File: config.mk
export PLATFORM = sky130hd
export DESIGN_NAME = seq_lru_tlb
export DESIGN_NICKNAME = d
export VERILOG_FILES = /design/src/rtl/tlb_pkg.sv /design/src/rtl/tlb_ctrl.sv /design/src/rtl/tlb_datapath.sv /design/src/rtl/seq_lru_tlb.sv
export SDC_FILE = /design/constraint.sdc
export NUM_CORES = 2
export LEC_CHECK = 0
export ABC_CLOCK_PERIOD_IN_PS = 23600
export BUFFER_PORTS_ARGS = -buffer_cell sky130_fd_sc_hd__buf_4
export CAP_MARGIN = 20
export CORE_MARGIN = 4
export CORE_UTILIZATION = 58
export CTS_CLUSTER_DIAMETER = 30
export DETAILED_ROUTE_END_ITERATION = 7
export HOLD_SLACK_MARGIN = 0.15
export PLACE_DENSITY = 0.78
export SLEW_MARGIN = 15
export SYNTH_ARGS = -nofsm -noshare
export SYNTH_HDL_FRONTEND = slang
export SYNTH_HIERARCHICAL = 1
export SYNTH_SLANG_ARGS = --single-unit
File: constraint.sdc
create_clock -name clk -period 23.6 [get_ports clk]
set_input_delay 1.18 -clock clk [delete_from_list [all_inputs] [get_ports clk]]
set_output_delay 1.18 -clock clk [all_outputs]
set_load 0.1 [all_outputs]
File: src/rtl/tlb_pkg.sv
package tlb_pkg;

  typedef enum logic [2:0] {
    OP_LOOKUP      = 3'd0,
    OP_INSERT      = 3'd1,
    OP_FLUSH_ALL   = 3'd2,
    OP_FLUSH_LOCAL = 3'd3,
    OP_DEMAP       = 3'd4
  } tlbOp_e;

  typedef struct packed {
    logic lookupEn;
    logic stampHit;
    logic insertEn;
    logic flushAll;
    logic flushLocal;
    logic demapEn;
  } tlbStrobe_t;

endpackage

File: src/rtl/tlb_ctrl.sv
module tlb_ctrl
  import tlb_pkg::*;
#(
  parameter int SEQ_W = 32
) (
  input  logic             clk,
  input  logic             rstN,
  input  logic             opValid,
  input  logic [2:0]       opCode,
  input  logic             updateLru,
  input  logic             anyMatch,
  output tlbStrobe_t       strobe,
  output logic [SEQ_W-1:0] seqNow
);

  tlbOp_e opKind;

  always_comb begin
    opKind = tlbOp_e'(opCode);
    strobe = '0;
    if (opValid) begin
      case (opKind)
        OP_LOOKUP: begin
          strobe.lookupEn = 1'b1;
          strobe.stampHit = updateLru && anyMatch;
        end
        OP_INSERT:      strobe.insertEn   = !anyMatch;
        OP_FLUSH_ALL:   strobe.flushAll   = 1'b1;
        OP_FLUSH_LOCAL: strobe.flushLocal = 1'b1;
        OP_DEMAP:       strobe.demapEn    = anyMatch;
        default:        strobe = '0;
      endcase
    end
  end

  // sequence counter: every stamp write consumes one value
  always_ff @(posedge clk) begin
    if (!rstN)
      seqNow <= '0;
    else if (strobe.stampHit || strobe.insertEn)
      seqNow <= seqNow + 1'b1;
  end

endmodule

File: src/rtl/tlb_datapath.sv
module tlb_datapath
  import tlb_pkg::*;
#(
  parameter int ENTRIES = 8,
  parameter int VA_W    = 32,
  parameter int PA_W    = 32,
  parameter int LB_W    = 5,
  parameter int SEQ_W   = 32
) (
  input  logic             clk,
  input  logic             rstN,
  input  tlbStrobe_t       strobe,
  input  logic [SEQ_W-1:0] seqNow,
  input  logic [VA_W-1:0]  opVaddr,
  input  logic             accWrite,
  input  logic             storeCheck,
  input  logic [1:0]       privLevel,
  input  logic             forceSuper,
  input  logic             wpEnable,
  input  logic [PA_W-1:0]  insPbase,
  input  logic [LB_W-1:0]  insLogBytes,
  input  logic             insGlobal,
  input  logic             insWritable,
  input  logic             insUser,
  input  logic             insUncache,
  output logic             anyMatch,
  output logic             rspValid,
  output logic             rspHit,
  output logic             rspMiss,
  output logic             rspFault,
  output logic             rspFaultWrite,
  output logic [PA_W-1:0]  rspPaddr,
  output logic             rspUncache
);

  localparam int IDX_W = (ENTRIES > 1) ? $clog2(ENTRIES) : 1;
  localparam logic [VA_W-1:0] VA_ONES = '1;

  logic [ENTRIES-1:0] valid, glob, wrOk, usrOk, uncEn, matchVec;
  logic [VA_W-1:0]    tag   [ENTRIES];
  logic [PA_W-1:0]    pbase [ENTRIES];
  logic [LB_W-1:0]    lb    [ENTRIES];
  logic [SEQ_W-1:0]   stamp [ENTRIES];

  logic [IDX_W-1:0] hitIdx, freeIdx, lruIdx, victimIdx;
  logic             freeFound;

  for (genvar g = 0; g < ENTRIES; g++) begin : g_match
    assign matchVec[g] = valid[g] && (((opVaddr ^ tag[g]) >> lb[g]) == '0);
  end

  assign anyMatch = |matchVec;

  // lowest matching index wins
  always_comb begin
    hitIdx = '0;
    for (int i = ENTRIES - 1; i >= 0; i--)
      if (matchVec[i]) hitIdx = IDX_W'(i);
  end

  // victim: first free slot, else oldest stamp (ties to lowest index)
  always_comb begin
    freeFound = 1'b0;
    freeIdx   = '0;
    for (int i = 0; i < ENTRIES; i++)
      if (!valid[i] && !freeFound) begin
        freeFound = 1'b1;
        freeIdx   = IDX_W'(i);
      end
    lruIdx = '0;
    for (int i = 1; i < ENTRIES; i++)
      if (stamp[i] < stamp[lruIdx]) lruIdx = IDX_W'(i);
    victimIdx = freeFound ? freeIdx : lruIdx;
  end

  logic [VA_W-1:0] hitMask, insMask;
  logic [PA_W-1:0] hitPaddr;
  logic            inUser, badWrite, userViol, faultNow, faultAsWr;

  always_comb begin
    hitMask   = ~(VA_ONES << lb[hitIdx]);
    insMask   = ~(VA_ONES << insLogBytes);
    hitPaddr  = pbase[hitIdx] | PA_W'(opVaddr & hitMask);
    inUser    = (privLevel == 2'd3) && !forceSuper;
    badWrite  = !wrOk[hitIdx] && (inUser || wpEnable);
    userViol  = inUser && !usrOk[hitIdx];
    faultNow  = userViol || ((accWrite || storeCheck) && badWrite);
    faultAsWr = faultNow && (accWrite || (!userViol && storeCheck && badWrite));
  end

  always_ff @(posedge clk) begin
    if (!rstN) begin
      valid <= '0;
      glob  <= '0;
      wrOk  <= '0;
      usrOk <= '0;
      uncEn <= '0;
      for (int i = 0; i < ENTRIES; i++) begin
        tag[i]   <= '0;
        pbase[i] <= '0;
        lb[i]    <= '0;
        stamp[i] <= '0;
      end
    end else begin
      if (strobe.flushAll) begin
        valid <= '0;
      end else if (strobe.flushLocal) begin
        valid <= valid & glob;
      end else if (strobe.demapEn) begin
        valid[hitIdx] <= 1'b0;
      end else if (strobe.insertEn) begin
        valid[victimIdx]  <= 1'b1;
        tag[victimIdx]    <= opVaddr & ~insMask;
        pbase[victimIdx]  <= insPbase;
        lb[victimIdx]     <= insLogBytes;
        glob[victimIdx]   <= insGlobal;
        wrOk[victimIdx]   <= insWritable;
        usrOk[victimIdx]  <= insUser;
        uncEn[victimIdx]  <= insUncache;
        stamp[victimIdx]  <= seqNow;
      end
      if (strobe.stampHit) stamp[hitIdx] <= seqNow;
    end
  end

  logic lookHit;
  assign lookHit = strobe.lookupEn && anyMatch;

  always_ff @(posedge clk) begin
    if (!rstN) begin
      rspValid      <= 1'b0;
      rspHit        <= 1'b0;
      rspMiss       <= 1'b0;
      rspFault      <= 1'b0;
      rspFaultWrite <= 1'b0;
      rspPaddr      <= '0;
      rspUncache    <= 1'b0;
    end else begin
      rspValid      <= strobe.lookupEn;
      rspHit        <= lookHit;
      rspMiss       <= strobe.lookupEn && !anyMatch;
      rspFault      <= lookHit && faultNow;
      rspFaultWrite <= lookHit && faultAsWr;
      rspPaddr      <= lookHit ? hitPaddr : '0;
      rspUncache    <= lookHit && !faultNow && uncEn[hitIdx];
    end
  end

endmodule

File: src/rtl/seq_lru_tlb.sv
module seq_lru_tlb
  import tlb_pkg::*;
#(
  parameter int ENTRIES = 8,
  parameter int VA_W    = 32,
  parameter int PA_W    = 32,
  parameter int LB_W    = 5,
  parameter int SEQ_W   = 32
) (
  input  logic            clk,
  input  logic            rstN,
  input  logic            opValid,
  input  logic [2:0]      opCode,
  input  logic [VA_W-1:0] opVaddr,
  input  logic            updateLru,
  input  logic            accWrite,
  input  logic            storeCheck,
  input  logic [1:0]      privLevel,
  input  logic            forceSuper,
  input  logic            wpEnable,
  input  logic [PA_W-1:0] insPbase,
  input  logic [LB_W-1:0] insLogBytes,
  input  logic            insGlobal,
  input  logic            insWritable,
  input  logic            insUser,
  input  logic            insUncache,
  output logic            rspValid,
  output logic            rspHit,
  output logic            rspMiss,
  output logic            rspFault,
  output logic            rspFaultWrite,
  output logic [PA_W-1:0] rspPaddr,
  output logic            rspUncache
);

  tlbStrobe_t       strobe;
  logic [SEQ_W-1:0] seqNow;
  logic             anyMatch;

  tlb_ctrl #(.SEQ_W(SEQ_W)) u_ctrl (
    .clk(clk), .rstN(rstN), .opValid(opValid), .opCode(opCode),
    .updateLru(updateLru), .anyMatch(anyMatch),
    .strobe(strobe), .seqNow(seqNow)
  );

  tlb_datapath #(
    .ENTRIES(ENTRIES), .VA_W(VA_W), .PA_W(PA_W), .LB_W(LB_W), .SEQ_W(SEQ_W)
  ) u_dp (
    .clk(clk), .rstN(rstN), .strobe(strobe), .seqNow(seqNow),
    .opVaddr(opVaddr), .accWrite(accWrite), .storeCheck(storeCheck),
    .privLevel(privLevel), .forceSuper(forceSuper), .wpEnable(wpEnable),
    .insPbase(insPbase), .insLogBytes(insLogBytes), .insGlobal(insGlobal),
    .insWritable(insWritable), .insUser(insUser), .insUncache(insUncache),
    .anyMatch(anyMatch), .rspValid(rspValid), .rspHit(rspHit),
    .rspMiss(rspMiss), .rspFault(rspFault), .rspFaultWrite(rspFaultWrite),
    .rspPaddr(rspPaddr), .rspUncache(rspUncache)
  );

endmodule

Word level (Yosys, flattened, before mapping)
Memories as Yosys holds them, arrays and structs flattened.
Cells that the tools add are included.
{ "totals": {"regBits": 110, "ram_bits": 808, "in_bits": 86, "output_inout_bits": 38, "elab_cells": 219, "n_memories": 4} }
{ "op_classes": {"n_addsub": 1, "order_cmp": 11, "n_eq_ne": 5, "shifts": 10, "mux": 79, "n_bitwise": 22, "reduce_logical": 74} }
{ "mem_list": {"columns": ["name", "depth", "word_bits", "rd", "rd_ports_with_merged_regs", "wr", "line", "rtl"], "rows": [
  ["u_dp.pbase", 8, 32, 1, 0, 8, "tlb_datapath.sv:41", "logic [PA_W-1:0] pbase [ENTRIES];"],
  ["u_dp.stamp", 8, 32, 14, 0, 8, "tlb_datapath.sv:43", "logic [SEQ_W-1:0] stamp [ENTRIES];"],
  ["u_dp.tag", 8, 32, 8, 0, 8, "tlb_datapath.sv:40", "logic [VA_W-1:0] tag [ENTRIES];"],
  ["u_dp.lb", 8, 5, 9, 0, 8, "tlb_datapath.sv:42", "logic [LB_W-1:0] lb [ENTRIES];"]
]} }
{ "ops": {"columns": ["op", "count"], "rows": [
  ["32-bit zero test", 8],
  ["32-bit by 5-bit >> shifter with 32-bit output", 8],
  ["32-bit XOR", 8],
  ["32-bit less-than comparator", 7],
  ["32-bit two-way mux", 4],
  ["32-bit OR reduction", 4],
  ["32-bit NOT", 3],
  ["3-bit two-way mux", 22],
  ["32-bit bitwise AND", 2],
  ["32-bit by 5-bit left shift with 32-bit output (first input constant)", 2],
  ["1-bit two-way mux", 34],
  ["32-bit by 1-bit adder with 32-bit output (second input constant)", 1],
  ["8-bit bitwise mux", 4],
  ["32-bit bitwise OR", 1],
  ["1-bit logical AND", 31],
  ["8-bit two-way mux", 3],
  ["1-bit zero test", 19],
  ["8-bit bitwise AND", 2],
  ["2-bit two-way mux", 5],
  ["1-bit binary-select mux with 3-bit select", 3],
  ["3-bit by 4-bit less-than comparator with 1-bit output (second input constant)", 2],
  ["8-bit NOT", 1],
  ["8-bit bitwise OR", 1],
  ["8-bit OR reduction", 1],
  ["16 further kinds", 26]
]} }

Logic depth before layout (Yosys ltp)
{ "logic_depth": {"word_depth": 30, "ltp_mapped": 107, "ltp_nobuf": 91} }

By module
Netlist, hierarchy kept.
{ "modules_own_cells": {"columns": ["module", "n_inst", "cells_per_inst", "area_per_inst_um2", "seq_area_each_um2"], "rows": [
  ["tlb_datapath", 1, 4886, 51036.4, 25824.8],
  ["tlb_ctrl", 1, 211, 1793.0, 640.6]
]} }

Worst setup path before layout
Ideal clock, no wire load.
{ "synth_timing": {"kind": "register -> register", "start": "mem u_dp.stamp[1][2]", "end": "mem u_dp.lb[6][0] (enable)", "setup_time_ns": 0.423, "arrival_ns": 21.446, "required_ns": 23.177, "path_slack_ns": 1.731, "path_stages_with_launch": 104, "n_path_buf": 18, "period_less_slack_ns": 21.869, "cell_sequence": "edfxtp_1 ha_1 a211o_1 a31oi_1 o311a_1 o41ai_4 a21oi_1 clkbuf_1 clkbuf_1 nand2_1 o21a_1 ha_1 nand4_1 nor3_1 nor2_1 o311a_1 nand3_1 a21o_1 [68 not listed] ha_1 a21o_1 a21o_1 a21o_1 a21o_1 a21o_1 a21o_1 a221o_1 a22oi_1 o21ai_1 or4_1 a311oi_2 a211o_1 o21a_1 buf_2 buf_4 a41oi_2 inv_1"} }
{ "synth_rtl": {"columns": ["item", "line"], "rows": [
  ["start: declaration", "tlb_datapath.sv:43"],
  ["end: declaration", "tlb_datapath.sv:42"]
]} }

==> out/results.tsv <==
stage	metric	value	unit
power_and_ir_drop	p_int	3720	uW
synth	synth_top_area_cell	edfxtp_1	
power_and_ir_drop	switching_share	29.3	%
cells_and_area	drive_gt1_share	13.1	%
critical_path	crit_path_start_kind	register	
grt	overflow	0	
sta	hold_viol_final	0	
synth	synth_area	52800	sq um
routing	drt_wl_total	188000	um
grt	grt_pass1_wl	275000	um
grt	track_usage	38.5	%
critical_path	reg2reg_slack	1220	ps
synth	synth_warnings	6	
sta	maxSlewViolCount	0	
die	core_area	90100	sq um
synth	syn-instance-count	5097	
routing	drt-pass1-iter-count	8	
grt	globalRouteMet3Util	10.1	%
hold_path	hold_class	reg2reg	
critical_path	cp-end-kind	register	
power_and_ir_drop	p_comb_share	20.0	%
cells_and_area	fillers	6503	
synth	synthFlopType	edfxtp_1	
synth	synth_nets	5401	
cells_and_area	design_area	61900	sq um
critical_path	path_common_cell	a21o_1	
sta	slew_headroom	11.9	%
synth	ys_types	98	
synth	avgSynthCellArea	10.4	sq um
clock_tree	numCtsBuffers	159	
die	die_x	310	um
critical_path	slowest_stage	a21o_1	
grt	grt_max_degree	65	
cells_and_area	ff_latch_area	26500	sq um
place	dp_slack	897	ps
place	gp_congestion	1.01	
synth	synth_edf_count	808	
job	maxCapViolCount	0	
cells_and_area	nets	5561	
critical_path	slowest_delay	730	ps
sta	min_period	22380	ps
sta	fmax	44.7	MHz
clock_tree	cts_root_buf	clkbuf_16	
critical_path	path_max_fanout	47	
clock_tree	insertion_delay	760	ps
status	violations	design-rule violations	
routing	avgViaCountPerCell	6.77	
cells_and_area	syn2layout_area_growth	17.3	%
die	die-height	310	um
place	port-buffer-count	123	
critical_path	crit_buf_inv	7	
critical_path	path_delay_family	compound AO/OA/AOI/OAI gates	
power_and_ir_drop	clkPwrFrac	44.7	%
cells_and_area	utilization	68.7	%
status	status	finished, violations left	
place	dp_hpwl	127000	um
grt	grt_use_met1	49.1	%
power_and_ir_drop	p_leak	0.0241	uW
routing	drc	3	
critical_path	critPathKind	reg2reg	
clock_tree	cts_tree	built	
sta	setup_violations	0	
grt	grt_pass1_vias	43291	
cells_and_area	multi_input_area	24900	sq um
routing	drtIter0Drc	6652	
routing	wl_per_cell	28.5	um
synth	yosys.area.top_type_share	45.9	%
grt	busiest_layer	met2	
synth	synth.area.top_cells	edfxtp_1 46%, and2_1 5.6%, ha_1 5.2%	
sta	tns	0	ps
clock_tree	clk_pin_slew	50	ps
clock_tree	cts_resized	0	
clock_tree	cts_hold_repair.buffers	0	
power_and_ir_drop	p_seq_share	35.4	%
die	io_pins	124	
die	dieArea	96000	sq um
die	num_rows	110	
clock_tree	cts_buffer_depth	3	
clock_tree	cts_sinks	918	
die	start_util	58.6	%
sta	rsz0062_at_grt	false	
routing	ant_nets	0	
power_and_ir_drop	vdd_drop_max	0.0713	mV
grt	use_met2	59.1	%
clock_tree	htreeDepth	4	
sta	fin_skew	40.9	ps
synth	ys_seq_area_share	50.1	%
synth	yosysMostFrequentCell	edfxtp_1	
critical_path	crit_arrival	22810	ps
sta	setup_ws	1220	ps
critical_path	required	24040	ps
synth	async_flop_share	0	%
sta	worst_pin_slew	1310	ps
power_and_ir_drop	p_per_area	85.0	nW/um^2
synth	ys_seq_elements	918	
routing	vias	44562	
sta	min_period_over_period	94.8	%
clock_tree	cts_setup_buffers	0	
place	placedInstanceArea	56400	sq um
grt	antenna_found_initial	12	
synth	ys_top_cells_by_count	808 x edfxtp_1, 492 x nor2_1, 476 x and2_1	
power_and_ir_drop	switchingPower	1540	uW
## sequential cells by signal, indices dropped and copies added, names as in the netlist
register and count:
u_ctrl/seqNow 32, u_dp/glob 8, u_dp/lb 40, u_dp/pbase 256
u_dp/rspFault 1, u_dp/rspFaultWrite 1, u_dp/rspHit 1, u_dp/rspMiss 1
u_dp/rspPaddr 32, u_dp/rspUncache 1, u_dp/rspValid 1, u_dp/stamp 256
u_dp/tag 256, u_dp/uncEn 8, u_dp/usrOk 8, u_dp/valid 8
u_dp/wrOk 8
## worst paths after layout
check | endpoint | start | cells past startpoint
setup reg to reg | u_dp/tag[0][12]$_SDFFCE_PP0P_ | u_dp/stamp[1][26]$_DFFE_PP_ | 96
hold / removal | u_dp/wrOk[0]$_SDFFE_PN0P_ | u_dp/wrOk[0]$_SDFFE_PN0P_ | 1
hold reg to reg | u_dp/wrOk[0]$_SDFFE_PN0P_ | u_dp/wrOk[0]$_SDFFE_PN0P_ | 1
setup / recovery | u_dp/tag[0][12]$_SDFFCE_PP0P_ | u_dp/stamp[1][26]$_DFFE_PP_ | 96
## power groups by stage
stage,clock network [uW],registers (uW),logic (uW)
after floorplan,0,1870,642
after global placement,0,1890,998
after detailed placement,0,1890,1010
after CTS,2360,1860,1020
after global routing,2440,1860,1120
final,2350,1860,1050
## worst register-to-register path: cells and delay by family, from the launching register on
family	cells	cell delay (ps)
compound gates	54	12330
flops	1	490
buf+inv	7	1740
fa+ha+maj	7	2090
simple gates	27	5030
mux	1	370
## routing by layer
layer,vias to the layer above,wire (um),part of all wire (%)
met3,751,25000,13
met1,21223,66600,35
met4,4,13200,7.0
met2,3431,82900,44
li1,19153,-,-
met5,-,26,0.014
## stage by stage
stage / instances / hold WS [ps] / power [uW]
6_report: 6581 / 478 / 5260
5_1_grt: 6577 / 491 / 5430
4_1_cts: 6570 / 477 / 5240
3_5_place_dp: 6270 / 455 / 2900
3_3_place_gp: 6270 / 456 / 2880
2_1_floorplan: 5097 / 437 / 2510
## final cells by class
type | count | share of cell area, %
tap | 1176 | 2.38
clock buffer | 181 | 6.79
inverter | 95 | 0.592
clock inverter | 119 | 2.11
antenna | 9 | 0.0364
sequential | 918 | 42.7
timing repair buffer | 328 | 5.21
multi-input combinational | 3755 | 40.2
## kinds of logic after synthesis
group                      Yosys count  synth area share [%]
and+or+nand+nor                   1897                  17.8
AOI/OAI and AO/OA                 1213                  16.1
DFF                                918                  50.1
buffers and inverters              424                  3.22
xor gates and xnor gates           260                  4.31
adders and majority gates          218                  5.16
muxes                              167                  3.24
## placed cells by master (no fill, tap or decap), types with 42 or more instances in the layout
cell | netlist | layout
inv_1 | 86 | 78
o21ai_0 | 175 | 175
edfxtp_1 | 808 | 808
xor2_1 | 140 | 140
ha_1 | 218 | 218
a211oi_1 | 42 | 42
o22ai_1 | 59 | 59
a31oi_1 | 57 | 57
buf_12 | 0 | 59
nand3_1 | 100 | 98
a22o_1 | 43 | 43
and2_1 | 476 | 475
nand2_1 | 473 | 472
nor2b_1 | 79 | 79
o211ai_1 | 61 | 61
clkbuf_16 | 0 | 164
buf_4 | 7 | 267
a21o_1 | 99 | 99
mux2i_1 | 154 | 154
xnor2_1 | 120 | 120
a21oi_1 | 244 | 241
nor2_1 | 492 | 487
nor3_1 | 59 | 57
dfxtp_1 | 110 | 110
nand4_1 | 50 | 50
o21a_1 | 55 | 54
(Power assumes the default switching activity.)
